===== src/rtl/mdio_c45_pkg.sv =====
package mdio_c45_pkg;
  typedef enum logic [1:0] {OP_ADDR = 2'b00, OP_WRITE = 2'b01, OP_BAD = 2'b10, OP_READ = 2'b11} mdio_op_e;
  typedef enum logic [2:0] {ST_IDLE, ST_ADDR_GO, ST_ADDR_RUN, ST_DATA_GO, ST_DATA_RUN} seq_state_e;

  localparam int FRAME_BITS = 64;
  localparam int TA_FIRST   = 46;
  localparam int DATA_FIRST = 48;
  localparam int CMD_BUSY   = 30;

  function automatic logic [63:0] build_frame(input logic [1:0] op, input logic [4:0] port,
                                              input logic [4:0] dev, input logic [15:0] payload);
    return {32'hFFFF_FFFF, 2'b00, op, port, dev, 2'b10, payload};
  endfunction
endpackage


===== src/rtl/mdio_mdc_gen.sv =====
module mdio_mdc_gen #(
  parameter int DIV = 25,
  localparam int CW = $clog2(DIV + 1)
) (
  input  logic clk,
  input  logic rst_n,
  input  logic en,
  output logic mdc,
  output logic rise_tick,
  output logic fall_tick
);
  logic [CW-1:0] cnt;
  logic          wrap;

  assign wrap      = en && (cnt == CW'(DIV - 1));
  assign rise_tick = wrap && !mdc;
  assign fall_tick = wrap && mdc;

  always_ff @(posedge clk) begin
    if (!rst_n || !en) begin
      cnt <= '0;
      mdc <= 1'b0;
    end else if (wrap) begin
      cnt <= '0;
      mdc <= ~mdc;
    end else begin
      cnt <= cnt + 1'b1;
    end
  end

  // the management clock parks low once frames stop
  p_idle_mdc_low_r10: assert property (@(posedge clk) disable iff (!rst_n) !en |=> !mdc);
endmodule


===== src/rtl/mdio_frame_shift.sv =====
module mdio_frame_shift
  import mdio_c45_pkg::*;
(
  input  logic        clk,
  input  logic        rst_n,
  input  logic        start,
  input  logic [63:0] frame,
  input  logic        is_read,
  input  logic        rise_tick,
  input  logic        fall_tick,
  input  logic        mdio_i,
  output logic        active,
  output logic        done,
  output logic        mdio_o,
  output logic        mdio_oe,
  output logic [15:0] rdata
);
  logic [63:0] sh;
  logic [5:0]  pos;
  logic        rd_mode;

  assign done    = active && fall_tick && (pos == 6'(FRAME_BITS - 1));
  assign mdio_o  = active ? sh[63] : 1'b1;
  assign mdio_oe = active && !(rd_mode && (pos >= 6'(TA_FIRST)));

  always_ff @(posedge clk) begin
    if (!rst_n) begin
      sh      <= '0;
      pos     <= '0;
      active  <= 1'b0;
      rd_mode <= 1'b0;
      rdata   <= '0;
    end else if (!active) begin
      if (start) begin
        sh      <= frame;
        pos     <= '0;
        active  <= 1'b1;
        rd_mode <= is_read;
      end
    end else begin
      if (rise_tick && rd_mode && (pos >= 6'(DATA_FIRST)))
        rdata <= {rdata[14:0], mdio_i};
      if (fall_tick) begin
        if (pos == 6'(FRAME_BITS - 1)) begin
          active <= 1'b0;
        end else begin
          pos <= pos + 1'b1;
          sh  <= {sh[62:0], 1'b0};
        end
      end
    end
  end
endmodule


===== src/rtl/mdio_port_lock.sv =====
module mdio_port_lock #(
  parameter int HOSTS = 2,
  localparam int HID_W = (HOSTS > 1) ? $clog2(HOSTS) : 1
) (
  input  logic             clk,
  input  logic             rst_n,
  input  logic             take,
  input  logic             give,
  input  logic [HID_W-1:0] req_id,
  input  logic             in_use,
  output logic             held,
  output logic [HID_W-1:0] owner
);
  always_ff @(posedge clk) begin
    if (!rst_n) begin
      held  <= 1'b0;
      owner <= '0;
    end else if (take && !held) begin
      held  <= 1'b1;
      owner <= req_id;
    end else if (give && held && (owner == req_id) && !in_use) begin
      held <= 1'b0;
    end
  end

  // a lock in use cannot be dropped or handed over
  p_owner_kept_r9: assert property (@(posedge clk) disable iff (!rst_n)
    held && in_use |=> held && $stable(owner));
endmodule


===== src/rtl/mdio_c45_engine.sv =====
module mdio_c45_engine
  import mdio_c45_pkg::*;
#(
  parameter int CLK_DIV = 25,
  parameter int HOSTS = 2,
  localparam int HID_W = (HOSTS > 1) ? $clog2(HOSTS) : 1
) (
  input  logic             clk,
  input  logic             rst_n,
  input  logic             reg_wr,
  input  logic             reg_sel,
  input  logic [31:0]      reg_wdata,
  input  logic [HID_W-1:0] req_id,
  input  logic             lock_take,
  input  logic             lock_give,
  output logic [31:0]      cmd_reg,
  output logic [31:0]      data_reg,
  output logic             lock_held,
  output logic [HID_W-1:0] lock_owner,
  output logic             mdc,
  output logic             mdio_o,
  output logic             mdio_oe,
  input  logic             mdio_i
);
  seq_state_e  state;
  logic [31:0] cmd_q, data_q;
  logic        accept, frame_go, is_read, active, done, rise_tick, fall_tick;
  logic [63:0] frame;
  logic [15:0] rdata;
  mdio_op_e    op;

  assign op       = mdio_op_e'(cmd_q[27:26]);
  assign accept   = reg_wr && reg_sel && (state == ST_IDLE) && reg_wdata[CMD_BUSY]
                 && (reg_wdata[27:26] != OP_BAD) && lock_held && (lock_owner == req_id);
  assign frame_go = (state == ST_ADDR_GO) || (state == ST_DATA_GO);
  assign is_read  = (state == ST_DATA_GO) && (op == OP_READ);

  always_comb begin
    if (state == ST_ADDR_GO)
      frame = build_frame(OP_ADDR, cmd_q[25:21], cmd_q[20:16], cmd_q[15:0]);
    else
      frame = build_frame(op, cmd_q[25:21], cmd_q[20:16], (op == OP_READ) ? 16'hFFFF : data_q[15:0]);
  end

  always_ff @(posedge clk) begin
    if (!rst_n) begin
      state  <= ST_IDLE;
      cmd_q  <= '0;
      data_q <= '0;
    end else begin
      case (state)
        ST_IDLE: begin
          if (accept) begin
            cmd_q <= {2'b01, 2'b00, reg_wdata[27:0]};
            state <= ST_ADDR_GO;
          end else if (reg_wr && !reg_sel) begin
            data_q <= reg_wdata;
          end
        end
        ST_ADDR_GO: state <= ST_ADDR_RUN;
        ST_ADDR_RUN: begin
          if (done) begin
            if (op == OP_ADDR) begin
              cmd_q[CMD_BUSY] <= 1'b0;
              state <= ST_IDLE;
            end else begin
              state <= ST_DATA_GO;
            end
          end
        end
        ST_DATA_GO: state <= ST_DATA_RUN;
        ST_DATA_RUN: begin
          if (done) begin
            if (op == OP_READ) data_q[31:16] <= rdata;
            cmd_q[CMD_BUSY] <= 1'b0;
            state <= ST_IDLE;
          end
        end
        default: state <= ST_IDLE;
      endcase
    end
  end

  assign cmd_reg  = cmd_q;
  assign data_reg = data_q;

  mdio_port_lock #(.HOSTS(HOSTS)) u_lock (
    .clk(clk), .rst_n(rst_n), .take(lock_take), .give(lock_give), .req_id(req_id),
    .in_use(cmd_q[CMD_BUSY]), .held(lock_held), .owner(lock_owner)
  );

  mdio_mdc_gen #(.DIV(CLK_DIV)) u_mdc (
    .clk(clk), .rst_n(rst_n), .en(active), .mdc(mdc), .rise_tick(rise_tick), .fall_tick(fall_tick)
  );

  mdio_frame_shift u_shift (
    .clk(clk), .rst_n(rst_n), .start(frame_go), .frame(frame), .is_read(is_read),
    .rise_tick(rise_tick), .fall_tick(fall_tick), .mdio_i(mdio_i), .active(active),
    .done(done), .mdio_o(mdio_o), .mdio_oe(mdio_oe), .rdata(rdata)
  );

  // a running command always has the lock behind it
  p_busy_owned_r9: assert property (@(posedge clk) disable iff (!rst_n) cmd_q[CMD_BUSY] |-> lock_held);
  // the command word does not move while busy
  p_cmd_frozen_r8: assert property (@(posedge clk) disable iff (!rst_n)
    cmd_q[CMD_BUSY] && $past(cmd_q[CMD_BUSY]) |-> $stable(cmd_q));
  // the lower data half survives the whole command
  p_low_half_kept_r5: assert property (@(posedge clk) disable iff (!rst_n)
    cmd_q[CMD_BUSY] && $past(cmd_q[CMD_BUSY]) |-> $stable(data_q[15:0]));
  // a driven data line only moves with the clock low
  p_mdio_moves_low_r10: assert property (@(posedge clk) disable iff (!rst_n)
    mdio_oe && $past(mdio_oe) && (mdio_o != $past(mdio_o)) |-> !mdc);
endmodule


===== config.mk =====
export PLATFORM = sky130hd
export DESIGN_NAME = mdio_c45_engine
export DESIGN_NICKNAME = d
export VERILOG_FILES = /design/src/rtl/mdio_c45_pkg.sv /design/src/rtl/mdio_mdc_gen.sv /design/src/rtl/mdio_frame_shift.sv /design/src/rtl/mdio_port_lock.sv /design/src/rtl/mdio_c45_engine.sv
export SDC_FILE = /design/constraint.sdc
export NUM_CORES = 1
export LEC_CHECK = 0
export BUFFER_PORTS_ARGS = -buffer_cell sky130_fd_sc_hd__buf_2
export CORE_ASPECT_RATIO = 2
export CORE_MARGIN = 2
export CORE_UTILIZATION = 54
export CTS_BUF_LIST = sky130_fd_sc_hd__clkbuf_16
export DETAILED_ROUTE_END_ITERATION = 10
export PLACE_DENSITY = 0.76
export SYNTH_ARGS = -nofsm -noshare
export SYNTH_HDL_FRONTEND = slang
export SYNTH_SLANG_ARGS = --single-unit

===== constraint.sdc =====
create_clock -name clk -period 2.3 [get_ports clk]
set_clock_uncertainty 0.05 [all_clocks]
set_input_delay 0.115 -clock clk [delete_from_list [all_inputs] [get_ports clk]]
set_output_delay 0.115 -clock clk [all_outputs]
set_load 0.02 [all_outputs]

==> results of run 1 <==
[critical path: stages (launching register included)]
cell,delay (ns)
dfxtp_1,0.34
inv_1,0.07
ha_1,0.15
and4b_4,0.26
nand3_2,0.31
o21ai_4,0.33
buf_4,0.35
o221a_2,0.25
[timing repair]
action                                 4_1_cts  5_1_grt
endpoints found under the hold margin       47        0
setup buffers                                0        0
hold buffers                                32        0
[power groups by stage]
stage | combinational (mW) | clock [mW] | sequential (mW)
after global placement | 0.331 | 0 | 2.89
after CTS | 0.377 | 2.93 | 2.83
after floorplan | 0.184 | 0 | 2.92
after global routing | 0.409 | 3.05 | 2.84
after detailed placement | 0.334 | 0 | 2.90
final | 0.384 | 2.91 | 2.83
[layout make-up]
class                           count  area (sq um)
Clock buffer                       17           425
Tap cell                          152           190
Fill cell                        1048          4330
Clock inverter                     15           184
Sequential cell                   160          3200
Inverter                            8          30.0
Timing Repair Buffer              162          1070
Multi-Input combinational cell    519          3410
[stage by stage]
stage                     std cells  hold WS, ns  total power [mW]  area (sq um)  utilization
after floorplan                 773        0.201              3.10          7050            -
after global placement          969        0.301              3.23          7580        0.590
after detailed placement        969        0.301              3.23          7580        0.590
after CTS                      1033       0.0483              6.14          8510        0.663
after global routing           1033       0.0875              6.29          8510        0.663
final                          1033       0.0544              6.12          8510        0.663
[cells by family (layout without fill, tap and decap cells)]
kind of cell	count (synthesis)	after routing	synth area share
AO/OA/AOI/OAI	213	213	0.223
XOR/XNOR	5	5	0.00622
adder cells (fa/ha/maj)	3	3	0.00533
buffers and inverters	94	202	0.0655
flip-flops	160	160	0.455
multiplexers	43	43	0.0611
other	1	3	0.000532
AND/OR/NAND/NOR	252	252	0.184
[worst max-delay path by stage]
stage / startpoint / end / cells after the start
floorplan: u_mdc.cnt[0]$_SDFF_PP0_ / data_reg[30]$_SDFFE_PN0P_ / 9
global placement: u_mdc.cnt[0]$_SDFF_PP0_ / u_shift.sh[51]$_SDFFE_PN0P_ / 7
detailed placement: u_mdc.cnt[0]$_SDFF_PP0_ / u_shift.sh[53]$_SDFFE_PN0P_ / 7
CTS: u_mdc.cnt[0]$_SDFF_PP0_ / u_shift.sh[47]$_SDFFE_PN0P_ / 7
global route: u_mdc.cnt[0]$_SDFF_PP0_ / u_shift.sh[53]$_SDFFE_PN0P_ / 7
finish: u_mdc.cnt[0]$_SDFF_PP0_ / u_shift.sh[47]$_SDFFE_PN0P_ / 7
[layer usage]
layer	track usage	up-vias	wire, um
met2	0.428	260	9000
met3	0.0422	48	1090
met1	0.354	3024	8030
li1	-	3062	-
met4	0.113	0	528
met5	0	-	0
[placed cells by master, fill, tap and decap left out, types with 16 or more instances in the layout]
cell type,instances
or3_1,32
dlygate4sd3_1,32
o221a_2,33
nand4_1,30
nor3_1,16
nand2_1,73
buf_4,22
o31ai_1,31
nor2_1,53
a211oi_1,39
mux2i_1,43
a21oi_1,74
buf_2,105
clkbuf_16,17
dfxtp_1,159
==> results.toml, run 1 <==
[power_and_ir_drop]
combPwrFrac = 0.063
netSwitchingPower_mw = 1.44
swShare = 0.236
power.ir.vdd_worst_mv = 0.696
static-leakage-power_nw = 3.33
power_density_nw_per_um2 = 720
share_clk_of_total_power = 0.474
share_seq_of_total_power = 0.463
intPower_mw = 4.68

[sta]
final-hold-violation-count = 0
final_max_slew_viol_count = 0
layout_worst_path_cycle_share = 0.944
worst_slew_margin_rel = 0.518
worst_slack_ns = 0.128
finalSetupTns_ns = 0
maximum_clock_frequency_mhz = 460
final-setup-viol-count = 0
post-route-min-period_ns = 2.17
unrepaired_setup_endpoints_after_global_routing = "no"
tightest_slew_ns = 0.723

[global_route]
grtUsageTotal = 0.266
grt_pass1_vias = 6064
antenna_violations_before_repair = 0
maximum_number_of_pins_on_one_net_before_global_route_repair = 71
grt_pass1_wl_um = 30500
grt_overflow = 0

[critical_path]
r2r-start = "u_mdc.cnt[0]$_SDFF_PP0_"
rr_endpoint = "u_shift.sh[47]$_SDFFE_PN0P_"
worst-path-max-fanout = 32
timing.critical_path.required_ns = 2.62
worst_r2r_path_depth = 7
r2r_setup_slack_ns = 0.13
worst_setup_path_start_kind = "register"
path_class = "register to register"
cp.arrival_ns = 2.49
timing.critical_path.to_type = "register"

[yosys]
post-synth-top-count-cell = "dfxtp_1"
synth_enable_flop_cells = 0
top_cell_type_s_share_of_synthesized_area = 0.455
ys_top_cells_by_area = "dfxtp_1 (45%), mux2i_1 (6.1%), o221a_2 (5.3%)"
synth.avg_cell_area_sq_um = 9.14
syn_area_sq_um = 7050
yosys_warn_count = 0
ys.flop_type = "dfxtp_1"
synth.distinct_cells = 49
ys_async_sr_fraction = 0
yosys-top-cells-count = "dfxtp_1 (160), a21oi_1 (74), nand2_1 (73), nor2_1 (53), mux2i_1 (43)"
ys_seq_area_frac = 0.455
ys_seq_elements = 160
yosysTopAreaCell = "dfxtp_1"
synth_cells = 771

[detailed_routing]
dr_total_vias = 6394
wirelength_per_cell_um = 18.1
detail_route.iter0.violations = 463
drt-total-wl_um = 18600
route.detailed.vias_per_inst = 6.19
number_of_detailed_route_iterations_in_the_first_pass = 6
ant_nets = 0
route.detailed.drc = 0

[die]
design.die.area_sq_um = 14000
die_h_um = 166
placementRows = 59
ioPinCount = 109
start_util = 0.549
floorplan.core_area_sq_um = 12800
die_x_um = 84.8

[placement]
dp.final_hpwl_um = 11600
io_buffer_count = 105
gp_routability_congestion = 0.835
dpl_worst_slack_ns = 0.148

[cells_and_area]
syn_to_final_growth_pct = 20.8
n_antenna_cell = 0
num-nets-final = 911
drive_gt1_frac = 0.237
number_of_flip_flops_in_the_largest_register = 64

[clock_network]
htreeDepth = 4
path_clk_slew_ns = 0.06
cts_tree = "yes"
insertion_delay_ns = 0.43
max-clock-path-buffers = 2
cts_inserted_buffers = 17
cts_num_sinks = 160
post_cts.resized_instances = 0
clk_root_buffer_cell = "clkbuf_16"

[worst_hold_path]
hold_depth = 4
hold_path_class = "input pin to register"
worstHoldEndpoint = "data_reg[28]$_SDFFE_PN0P_"
holdCritStartpoint = "reg_wdata[28]"

[job]
cap_violations = 0

[status]
run_status = "complete, no violations"
No activity file was read; power rests on OpenSTA's default activity.
==> run 2, diff against run 1 <==
--- a/config.mk
+++ b/config.mk
@@ -11,7 +11,7 @@
 export CORE_UTILIZATION = 54
 export CTS_BUF_LIST = sky130_fd_sc_hd__clkbuf_16
 export DETAILED_ROUTE_END_ITERATION = 10
-export PLACE_DENSITY = 0.76
+export PLACE_DENSITY = 0.73
 export SYNTH_ARGS = -nofsm -noshare
 export SYNTH_HDL_FRONTEND = slang
 export SYNTH_SLANG_ARGS = --single-unit
==> results.toml, run 2 (synthesized netlist as in run 1, its figures left out) <==
[clock_network]
post_cts.resized_instances = 0
htreeDepth = 4
insertion_delay_ns = 0.41
post-cts-setup-buffers = 0
clk_root_buffer_cell = "clkbuf_16"
max-clock-path-buffers = 2
cts_num_sinks = 160
path_clk_slew_ns = 0.07
cts_tree = "yes"
cts_inserted_buffers = 17
hold_fix_buffer_count_after_cts = 32

[sta]
tightest_slew_ns = 0.741
maximum_clock_frequency_mhz = 487
worst_slew_margin_rel = 0.505
final-hold-violation-count = 0
worst_slack_ns = 0.245
final-setup-viol-count = 0
layout_worst_path_cycle_share = 0.894
unrepaired_setup_endpoints_after_global_routing = "no"
final_max_slew_viol_count = 0
finalSetupTns_ns = 0
post-route-min-period_ns = 2.06
whs_ns = 0.0542

[placement]
dp.final_hpwl_um = 11700
gp_routability_congestion = 0.810
dpl_worst_slack_ns = 0.291
postPlaceCellArea_sq_um = 7580
io_buffer_count = 105
dp.cells = 971

[worst_hold_path]
hold_path_class = "input pin to register"
hold_depth = 4

[critical_path]
worst_r2r_path_depth = 5
worst-path-max-fanout = 33
cp.arrival_ns = 2.31
timing.critical_path.to_type = "register"
path_class = "register to register"
worst_setup_path_start_kind = "register"
r2r_setup_slack_ns = 0.24
timing.critical_path.required_ns = 2.56

[status]
run_status = "complete, no violations"

[detailed_routing]
wirelength_per_cell_um = 18.0
number_of_detailed_route_iterations_in_the_first_pass = 5
ant_nets = 0
route.detailed.vias_per_inst = 6.12
detail_route.iter0.violations = 531
drt-total-wl_um = 18600
dr_total_vias = 6334
route.detailed.drc = 0

[power_and_ir_drop]
fin_total_pwr_mw = 5.85
power.ir.vdd_worst_mv = 0.591
intPower_mw = 4.37
share_clk_of_total_power = 0.450
combPwrFrac = 0.065
swShare = 0.253
share_seq_of_total_power = 0.484
power_density_nw_per_um2 = 692
static-leakage-power_nw = 3.31
netSwitchingPower_mw = 1.48

[global_route]
grt_pass1_vias = 5980
antenna_violations_before_repair = 0
grt_pass1_wl_um = 29400
grtUsageTotal = 0.259
grt_overflow = 0
maximum_number_of_pins_on_one_net_before_global_route_repair = 70

[cells_and_area]
number_of_flip_flops_in_the_largest_register = 64
n_fill_cell = 1078
post-route-util = 0.658
fin_area_sq_um = 8450
num-nets-final = 913
finalNonFillerCells = 1035
final_common_cell = "dfxtp_1"
syn_to_final_growth_pct = 20.0
multi_input_area_sq_um = 3410
ff_latch_area_sq_um = 3200
n_antenna_cell = 0
drive_gt1_frac = 0.239
most-common-layout-cells = "dfxtp_1 (159), buf_2 (105), a21oi_1 (74), nand2_1 (73), nor2_1 (53)"

[job]
cap_violations = 0

[die]
placementRows = 59
ioPinCount = 109
design.die.area_sq_um = 14000
floorplan.core_area_sq_um = 12800
die_h_um = 166
start_util = 0.549
die_x_um = 84.8
-- run 2: changes by cell type in the layout (fill, tap and decap cells not counted), moves of 2 or more --
cell       previous run  this run
buf_4                22        25
bufinv_16             3         0
clkinv_4              4         2
inv_6                 4         8
-- run 2: final timing paths --
kind	startpoint	end
setup / recovery	u_shift.pos[1]$_SDFFE_PN0P_	u_shift.sh[56]$_SDFFE_PN0P_
hold / removal	reg_wdata[28]	data_reg[28]$_SDFFE_PN0P_
setup reg to reg	u_shift.pos[1]$_SDFFE_PN0P_	u_shift.sh[56]$_SDFFE_PN0P_
hold reg to reg	data_reg[29]$_SDFFE_PN0P_	data_reg[29]$_SDFFE_PN0P_
-- run 2: critical path, cell delays in order (launching register included) --
cell	delay, ns
dfxtp_1	0.41
ha_1	0.28
and3_1	0.53
o21ai_4	0.12
buf_4	0.25
o221a_2	0.28
-- run 2: routing by layer --
layer	routed length, um	vias to the layer above	global-route usage	share of wire
met5	0	-	0	0
met4	550	0	0.111	0.030
met3	847	36	0.0432	0.045
met2	8990	213	0.410	0.48
met1	8230	3025	0.348	0.44
li1	-	3060	-	-
-- run 2: final cells by class --
cell class	count	share of cell area
Clock buffer	17	0.0503
Clock inverter	15	0.0145
Inverter	8	0.00355
Multi-Input combinational cell	519	0.403
Sequential cell	160	0.379
Tap cell	152	0.0225
Timing Repair Buffer	164	0.127
-- run 2: power by group through the flow --
stage	combinational, mW	sequential (mW)	clock [mW]
final	0.382	2.83	2.64
after global routing	0.408	2.84	2.80
after CTS	0.376	2.83	2.67
after detailed placement	0.334	2.89	0
after global placement	0.329	2.89	0
after floorplan	0.184	2.92	0
